--- src/rtl/bitslice_pkg.sv ---
package bitslice_pkg;
    localparam int SLICE_W = 4;

    typedef enum logic [2:0] {
        SRC_AQ = 3'd0, SRC_AB = 3'd1, SRC_ZQ = 3'd2, SRC_ZB = 3'd3,
        SRC_ZA = 3'd4, SRC_DA = 3'd5, SRC_DQ = 3'd6, SRC_DZ = 3'd7
    } src_e;

    typedef enum logic [2:0] {
        FN_ADD  = 3'd0, FN_SUBR = 3'd1, FN_SUBS = 3'd2, FN_OR   = 3'd3,
        FN_AND  = 3'd4, FN_XOR  = 3'd5, FN_XNOR = 3'd6, FN_PASS = 3'd7
    } fn_e;

    typedef enum logic [2:0] {
        DST_QREG  = 3'd0, DST_NOP  = 3'd1, DST_RAMA = 3'd2, DST_RAMF = 3'd3,
        DST_RAMQD = 3'd4, DST_RAMD = 3'd5, DST_RAMQU = 3'd6, DST_RAMU = 3'd7
    } dst_e;

    typedef enum logic [1:0] {
        FILL_ZERO = 2'd0, FILL_ONE = 2'd1, FILL_ROT = 2'd2, FILL_ARITH = 2'd3
    } fill_e;
endpackage

--- src/rtl/bitslice_lookahead.sv ---
module bitslice_lookahead #(
    parameter int N = 4
) (
    input  logic [N-1:0] p,
    input  logic [N-1:0] g,
    input  logic         cin,
    output logic [N-1:0] c,
    output logic         grp_p,
    output logic         grp_g
);
    // Sum-of-products carry for each member: every term is independent,
    // so depth is two levels regardless of position.
    always_comb begin
        logic acc;
        logic term;
        for (int j = 0; j < N; j++) begin
            term = cin;
            for (int k = 0; k < j; k++) term = term & p[k];
            acc = term;
            for (int k = 0; k < j; k++) begin
                term = g[k];
                for (int m = k + 1; m < j; m++) term = term & p[m];
                acc = acc | term;
            end
            c[j] = acc;
        end
        grp_p = &p;
        grp_g = 1'b0;
        for (int k = 0; k < N; k++) begin
            term = g[k];
            for (int m = k + 1; m < N; m++) term = term & p[m];
            grp_g = grp_g | term;
        end
    end
endmodule

--- src/rtl/bitslice_carry_tree.sv ---
module bitslice_carry_tree #(
    parameter int NUM_SLICES = 8,
    localparam int GROUP  = 4,
    localparam int NGRP   = (NUM_SLICES + GROUP - 1) / GROUP,
    localparam int PADDED = NGRP * GROUP
) (
    input  logic [NUM_SLICES-1:0] gp,
    input  logic [NUM_SLICES-1:0] gg,
    input  logic                  cin,
    output logic [NUM_SLICES-1:0] c,
    output logic                  cout
);
    logic [PADDED-1:0] gp_pad;
    logic [PADDED-1:0] gg_pad;
    logic [PADDED-1:0] c_pad;
    logic [NGRP-1:0]   lvl1_p;
    logic [NGRP-1:0]   lvl1_g;
    logic [NGRP-1:0]   grp_cin;

    // Absent slices are transparent: propagate 1, generate 0.
    always_comb begin
        gp_pad = '1;
        gg_pad = '0;
        gp_pad[NUM_SLICES-1:0] = gp;
        gg_pad[NUM_SLICES-1:0] = gg;
    end

    for (genvar gi = 0; gi < NGRP; gi++) begin : g_lvl1
        bitslice_lookahead #(.N(GROUP)) u_la1 (
            .p    (gp_pad[gi*GROUP +: GROUP]),
            .g    (gg_pad[gi*GROUP +: GROUP]),
            .cin  (grp_cin[gi]),
            .c    (c_pad[gi*GROUP +: GROUP]),
            .grp_p(lvl1_p[gi]),
            .grp_g(lvl1_g[gi])
        );
    end

    if (NGRP > 1) begin : g_lvl2
        logic top_p;
        logic top_g;
        bitslice_lookahead #(.N(NGRP)) u_la2 (
            .p    (lvl1_p),
            .g    (lvl1_g),
            .cin  (cin),
            .c    (grp_cin),
            .grp_p(top_p),
            .grp_g(top_g)
        );
        assign cout = top_g | (top_p & cin);
    end else begin : g_single
        assign grp_cin[0] = cin;
        assign cout = lvl1_g[0] | (lvl1_p[0] & cin);
    end

    assign c = c_pad[NUM_SLICES-1:0];
endmodule

--- src/rtl/bitslice_slice.sv ---
module bitslice_slice
    import bitslice_pkg::*;
#(
    parameter int NREG = 16,
    localparam int AW = $clog2(NREG),
    localparam int SW = SLICE_W
) (
    input  logic          clk,
    input  logic          rst_n,
    input  logic [AW-1:0] a_addr,
    input  logic [AW-1:0] b_addr,
    input  logic [2:0]    src_sel,
    input  logic [2:0]    fn_sel,
    input  logic [2:0]    dst_sel,
    input  logic [SW-1:0] d_nib,
    input  logic          cin,
    input  logic          f_shr_in,
    input  logic          f_shl_in,
    input  logic          q_shr_in,
    input  logic          q_shl_in,
    output logic [SW-1:0] y_nib,
    output logic [SW-1:0] f_nib,
    output logic [SW-1:0] q_nib,
    output logic          gp,
    output logic          gg,
    output logic          cout,
    output logic          c_top,
    output logic          nz
);
    typedef struct packed {
        logic [NREG-1:0][SW-1:0] rf;
        logic [SW-1:0]           q;
    } slice_st_t;

    slice_st_t     st_d, st_q;
    logic [SW-1:0] a_val, b_val, r_op, s_op, x_op, y_op, p_b, g_b, f_val;
    logic [SW:0]   c_b;
    logic          arith;

    // Operand selection and ALU
    always_comb begin
        a_val = st_q.rf[a_addr];
        b_val = st_q.rf[b_addr];
        unique case (src_e'(src_sel))
            SRC_AQ:  begin r_op = a_val; s_op = st_q.q; end
            SRC_AB:  begin r_op = a_val; s_op = b_val;  end
            SRC_ZQ:  begin r_op = '0;    s_op = st_q.q; end
            SRC_ZB:  begin r_op = '0;    s_op = b_val;  end
            SRC_ZA:  begin r_op = '0;    s_op = a_val;  end
            SRC_DA:  begin r_op = d_nib; s_op = a_val;  end
            SRC_DQ:  begin r_op = d_nib; s_op = st_q.q; end
            default: begin r_op = d_nib; s_op = '0;     end
        endcase

        arith = 1'b1;
        x_op  = r_op;
        y_op  = s_op;
        unique case (fn_e'(fn_sel))
            FN_ADD:  ;
            FN_SUBR: x_op = ~r_op;
            FN_SUBS: y_op = ~s_op;
            default: arith = 1'b0;
        endcase

        p_b = arith ? (x_op ^ y_op) : '0;
        g_b = arith ? (x_op & y_op) : '0;
        c_b[0] = cin;
        for (int k = 0; k < SW; k++) c_b[k+1] = g_b[k] | (p_b[k] & c_b[k]);

        gg = 1'b0;
        for (int k = 0; k < SW; k++) gg = g_b[k] | (p_b[k] & gg);
        gp = &p_b;

        unique case (fn_e'(fn_sel))
            FN_OR:   f_val = r_op | s_op;
            FN_AND:  f_val = r_op & s_op;
            FN_XOR:  f_val = r_op ^ s_op;
            FN_XNOR: f_val = ~(r_op ^ s_op);
            FN_PASS: f_val = r_op;
            default: f_val = p_b ^ c_b[SW-1:0];
        endcase
    end

    // Destination decode and next state
    always_comb begin
        st_d  = st_q;
        y_nib = f_val;
        unique case (dst_e'(dst_sel))
            DST_QREG:  st_d.q = f_val;
            DST_NOP:   ;
            DST_RAMA:  begin st_d.rf[b_addr] = f_val; y_nib = a_val; end
            DST_RAMF:  st_d.rf[b_addr] = f_val;
            DST_RAMQD: begin
                st_d.rf[b_addr] = {f_shr_in, f_val[SW-1:1]};
                st_d.q          = {q_shr_in, st_q.q[SW-1:1]};
            end
            DST_RAMD:  st_d.rf[b_addr] = {f_shr_in, f_val[SW-1:1]};
            DST_RAMQU: begin
                st_d.rf[b_addr] = {f_val[SW-2:0], f_shl_in};
                st_d.q          = {st_q.q[SW-2:0], q_shl_in};
            end
            default:   st_d.rf[b_addr] = {f_val[SW-2:0], f_shl_in};
        endcase
    end

    always_ff @(posedge clk) begin
        if (!rst_n) st_q <= '0;
        else        st_q <= st_d;
    end

    assign f_nib = f_val;
    assign q_nib = st_q.q;
    assign cout  = c_b[SW];
    assign c_top = c_b[SW-1];
    assign nz    = |f_val;
endmodule

--- src/rtl/bitslice_alu_array.sv ---
module bitslice_alu_array
    import bitslice_pkg::*;
#(
    parameter int NUM_SLICES = 8,
    parameter int NREG       = 16,
    localparam int WIDTH = NUM_SLICES * SLICE_W,
    localparam int AW    = $clog2(NREG)
) (
    input  logic             clk,
    input  logic             rst_n,
    input  logic             carry_la,
    input  logic [AW-1:0]    a_addr,
    input  logic [AW-1:0]    b_addr,
    input  logic [2:0]       src_sel,
    input  logic [2:0]       fn_sel,
    input  logic [2:0]       dst_sel,
    input  logic [WIDTH-1:0] d_in,
    input  logic             c_in,
    input  logic [1:0]       msb_fill_sel,
    input  logic [1:0]       lsb_fill_sel,
    output logic [WIDTH-1:0] y,
    output logic             c_out,
    output logic             zero,
    output logic             sign,
    output logic             ovf
);
    logic [WIDTH-1:0]      f_word, q_word;
    logic [NUM_SLICES-1:0] gp_v, gg_v, cout_v, ctop_v, nz_v, cin_v, la_c;
    logic                  la_cout, word_cout;
    logic                  f_fill_r, f_fill_l, q_fill_r, q_fill_l;

    // End-of-chain fill multiplexers
    always_comb begin
        unique case (fill_e'(msb_fill_sel))
            FILL_ZERO: begin f_fill_r = 1'b0;           q_fill_r = 1'b0;           end
            FILL_ONE:  begin f_fill_r = 1'b1;           q_fill_r = 1'b1;           end
            FILL_ROT:  begin f_fill_r = f_word[0];       q_fill_r = q_word[0];       end
            default:   begin f_fill_r = f_word[WIDTH-1]; q_fill_r = q_word[WIDTH-1]; end
        endcase
        unique case (fill_e'(lsb_fill_sel))
            FILL_ONE:  begin f_fill_l = 1'b1;           q_fill_l = 1'b1;           end
            FILL_ROT:  begin f_fill_l = f_word[WIDTH-1]; q_fill_l = q_word[WIDTH-1]; end
            default:   begin f_fill_l = 1'b0;           q_fill_l = 1'b0;           end
        endcase
    end

    bitslice_carry_tree #(.NUM_SLICES(NUM_SLICES)) u_tree (
        .gp  (gp_v),
        .gg  (gg_v),
        .cin (c_in),
        .c   (la_c),
        .cout(la_cout)
    );

    for (genvar i = 0; i < NUM_SLICES; i++) begin : g_slice
        logic rip_cin, f_shr, f_shl, q_shr, q_shl;

        if (i == 0) begin : g_lo
            assign rip_cin = c_in;
            assign f_shl   = f_fill_l;
            assign q_shl   = q_fill_l;
        end else begin : g_mid_lo
            assign rip_cin = cout_v[i-1];
            assign f_shl   = f_word[i*SLICE_W-1];
            assign q_shl   = q_word[i*SLICE_W-1];
        end

        if (i == NUM_SLICES - 1) begin : g_hi
            assign f_shr = f_fill_r;
            assign q_shr = q_fill_r;
        end else begin : g_mid_hi
            assign f_shr = f_word[(i+1)*SLICE_W];
            assign q_shr = q_word[(i+1)*SLICE_W];
        end

        assign cin_v[i] = carry_la ? la_c[i] : rip_cin;

        bitslice_slice #(.NREG(NREG)) u_slice (
            .clk     (clk),
            .rst_n   (rst_n),
            .a_addr  (a_addr),
            .b_addr  (b_addr),
            .src_sel (src_sel),
            .fn_sel  (fn_sel),
            .dst_sel (dst_sel),
            .d_nib   (d_in[i*SLICE_W +: SLICE_W]),
            .cin     (cin_v[i]),
            .f_shr_in(f_shr),
            .f_shl_in(f_shl),
            .q_shr_in(q_shr),
            .q_shl_in(q_shl),
            .y_nib   (y[i*SLICE_W +: SLICE_W]),
            .f_nib   (f_word[i*SLICE_W +: SLICE_W]),
            .q_nib   (q_word[i*SLICE_W +: SLICE_W]),
            .gp      (gp_v[i]),
            .gg      (gg_v[i]),
            .cout    (cout_v[i]),
            .c_top   (ctop_v[i]),
            .nz      (nz_v[i])
        );
    end

    assign word_cout = carry_la ? la_cout : cout_v[NUM_SLICES-1];
    assign c_out     = word_cout;
    assign zero      = ~|nz_v;
    assign sign      = f_word[WIDTH-1];
    assign ovf       = ctop_v[NUM_SLICES-1] ^ word_cout;
endmodule

--- config.mk ---
export PLATFORM = sky130hd
export DESIGN_NAME = bitslice_alu_array
export DESIGN_NICKNAME = d
export VERILOG_FILES = /design/src/rtl/bitslice_pkg.sv /design/src/rtl/bitslice_lookahead.sv /design/src/rtl/bitslice_carry_tree.sv /design/src/rtl/bitslice_slice.sv /design/src/rtl/bitslice_alu_array.sv
export SDC_FILE = /design/constraint.sdc
export NUM_CORES = 2
export LEC_CHECK = 0
export BUFFER_PORTS_ARGS = -buffer_cell sky130_fd_sc_hd__clkbuf_2
export CAP_MARGIN = 20
export CORE_MARGIN = 4
export CORE_UTILIZATION = 60
export DETAILED_ROUTE_END_ITERATION = 8
export PLACE_DENSITY = 0.74
export SYNTH_ARGS = -nofsm -noshare
export SYNTH_HDL_FRONTEND = slang
export SYNTH_SLANG_ARGS = --single-unit
--- constraint.sdc ---
create_clock -name clk -period 32.3 [get_ports clk]
set_input_delay 6.46 -clock clk [delete_from_list [all_inputs] [get_ports clk]]
set_output_delay 6.46 -clock clk [all_outputs]
set_load 0.005 [all_outputs]
==> impl_metrics.yaml <==
drt:
  total_via_count_in_the_routed_design: 33480
  routedLengthMet1_um: 50390
  topRoutingLayerUsed: "met5"
  dr.pass1.iters: 7
  wl_per_cell_um: 33.71
  total_length_of_routed_met3_wires_um: 22830
  drc_errors: 0
  route.met2.wl_um: 60500
  ant_nets: 0
  drtIter0Drc: 5339
  drt_wl_total_um: 145500
  viasPerCell: 7.756
clocking:
  cts-root-buf: "clkbuf_16"
  cts_resized: 0
  clock_network_latency_to_the_later_pin_of_the_worst_skew_pair_ns: 0.65
  cts_htree_levels: 2
  clock_tree.buffer_depth: 3
  cts-buffers-inserted: 56
  cts_post_setup_buffers_inserted: 0
  tritoncts: "yes"
  clk_pin_slew_worst_paths_ns: 0.06
  cts_sinks: 544
  cts_hold_repair.buffers: 0
logic_synthesis:
  post_synth_inst_count: 3628
  synth.top_cells.by_count: "dfxtp_1, o21ai_0, a21oi_1, mux4_2, clkbuf_1"
  async_reset_ff_share_pct: 0
  postSynthAreaPerCell_um2: 9.479
  post-synth-top-area-fraction_pct: 31.67
  synth.ff_latch_count: 544
  synth_flop_cell: "dfxtp_1"
  yosysUniqueCellTypes: 85
  synth.net_count: 3819
  post_synth_instance_area_um2: 34390
  seq_area_frac_synth_pct: 31.67
  ys.warnings.count: 0
  count_of_flip_flops_with_a_built_in_enable_after_synthesis: 0
  synth_area_leader_cell: "dfxtp_1"
  synthMostInstantiatedCell: "dfxtp_1"
  synth_top_cells_by_area: "dfxtp_1, mux4_2, o21ai_0, a21oi_1, ha_1"
setup_path:
  cp_data_required_time_ns: 25.84
  crit_arrival_ns: 23.01
  critical_path.startpoint_type: "input pin"
  timing.critical_path.fanout_max: 45
  critPathMostFrequentCell: "ha_1"
  critPathTopFamily: "adder cells"
  cp_slowest_stage_delay_ns: 0.62
  worstPathBufferInverterCount: 3
  critPathCaptureType: "output pin"
  critical-path-slowest-cell: "buf_4"
  timing.setup.critical_path_class: "in -> out"
timing:
  totalNegativeSetupSlack_ns: 0
  finalHoldViolCount: 0
  period_share_pct: 91.24
  finalSetupViolations: 0
  max_clock_freq_mhz: 33.93
  max_slew.worst_pin.slew_ns: 1.345
  rsz0062_at_grt: "false"
  maxSlewHeadroom_pct: 10.25
  finalClockSkew_ns: 0.03719
  timing.final.crit_period_ns: 29.47
  maxSlewViolCount: 0
min_path:
  hold_class: "reg -> reg"
final_layout:
  area_growth_syn_to_layout_pct: 8.008
  nNetsFinal: 3700
  fill_cells: 4622
  post_route_cells_drive_above_1_share_pct: 21.75
  post-route-util_pct: 65.62
placed_design:
  portBuffers: 92
  dp.final_hpwl_um: 100400
  gpl.final_weighted_congestion: 1.053
grt:
  grt_start_max_net_pins: 275
  grt_first_pass_wirelength_um: 210500
  gr-total-overflow: 0
  first_global_vias: 31600
  global_route_usage_over_all_layers_pct: 46.18
  grt_antenna_before_repair: 11
power_and_ir_drop:
  power.leakage_nw: 14.66
  clock_power_share_pct: 37.9
  switching_share_pct: 32.25
  comb_power_share_pct: 21.8
  ir_drop_v: 0.00005017
  switchingPower_mw: 0.5711
  power.sequential.fraction_pct: 40.3
  internal-power_mw: 1.200
  powerDensity_nw_per_um2: 47.67
floorplanning:
  fp.dieH_um: 247.4
  initial_utilization_pct: 60.75
  die_w_um: 247.4
  number_of_cell_rows: 87
  floorplan.io_pins: 93
  fp.coreArea_um2: 56600
  die_area_um2: 61210
job:
  timing.max_cap.violations: 0
outcome:
  status: "completed"
## layer usage
layer  vias to the layer above  GRT usage [%]
met3                       698          16.78
met2                      2955          67.06
met1                     16130          58.59
li1                      13690              -
met4                        10          28.85
met5                         -         0.9539
## kinds of logic after synthesis
logic type                 share of synthesized area (%)
AOI/OAI and AO/OA                                  26.11
and+or+nand+nor                                    9.074
DFF                                                31.67
buffers and inverters                              5.687
muxes                                              20.93
adders and majority gates                          4.875
xor gates and xnor gates                           1.655
## cells in the final DEF, fill, tap and decap left out, types with 57 or more instances in the layout
| cell | instances |
|---|---|
| ha_1 | 134 |
| nor2_1 | 157 |
| dfxtp_1 | 544 |
| inv_1 | 80 |
| clkbuf_2 | 85 |
| nand2_1 | 237 |
| nand3_1 | 84 |
| o21ai_0 | 434 |
| clkbuf_16 | 57 |
| a21oi_1 | 381 |
| o221a_2 | 122 |
| buf_4 | 112 |
| mux4_2 | 266 |
## power by group through the flow
stage / sequential (mW) / combinational (mW) / clock, mW
after floorplan: 0.719 / 0.242 / 0
after CTS: 0.713 / 0.368 / 0.667
after detailed placement: 0.727 / 0.366 / 0
after global routing: 0.715 / 0.400 / 0.697
after global placement: 0.726 / 0.361 / 0
final: 0.714 / 0.386 / 0.671
## final timing paths
kind / startpoint / end / slack (ns) / cells past startpoint
worst max register to register: flop / flop / 15.53 / 86
worst max-delay path: a_addr[2] / zero / 2.83 / 85
worst min register to register: flop / flop / 0.49 / 2
worst min-delay path: flop / flop / 0.49 / 2
## area by class of cell
type	count	area (um2)	area share, %
clock buffers	83	1644	4.426
well taps	756	945.9	2.547
repair buffers	203	1350	3.635
multi-input cells	2621	21730	58.51
inverters	83	311.5	0.8388
flip-flops and latches	544	10890	29.32
clock inverters	20	250.2	0.6737
diodes	7	17.52	0.04716
## per-stage QoR
| stage | power [mW] | hold WS, ns | instance area (um2) | instances | setup slack (ns) |
|---|---|---|---|---|---|
| after floorplan | 0.9604 | 0.4462 | 34390 | 3628 | 4.156 |
| after global placement | 1.087 | 0.4719 | 35210 | 4205 | 3.066 |
| after global routing | 1.812 | 0.5117 | 37130 | 4312 | 2.306 |
| after CTS | 1.748 | 0.4922 | 37110 | 4308 | 3.032 |
| final | 1.771 | 0.4948 | 37140 | 4317 | 2.830 |
| after detailed placement | 1.094 | 0.4817 | 35210 | 4205 | 3.072 |
## worst reg2reg max path, delay by kind of cell, from the launching register on
kind / cells / cell delay [ns]
compound gates: 40 / 6.98
xor+xnor: 1 / 0.18
fa+ha+maj: 33 / 6.64
buf+inv: 2 / 0.23
flops: 1 / 0.41
mux: 2 / 0.97
simple gates: 8 / 1.18
No activity file was read; power rests on OpenSTA's default activity.
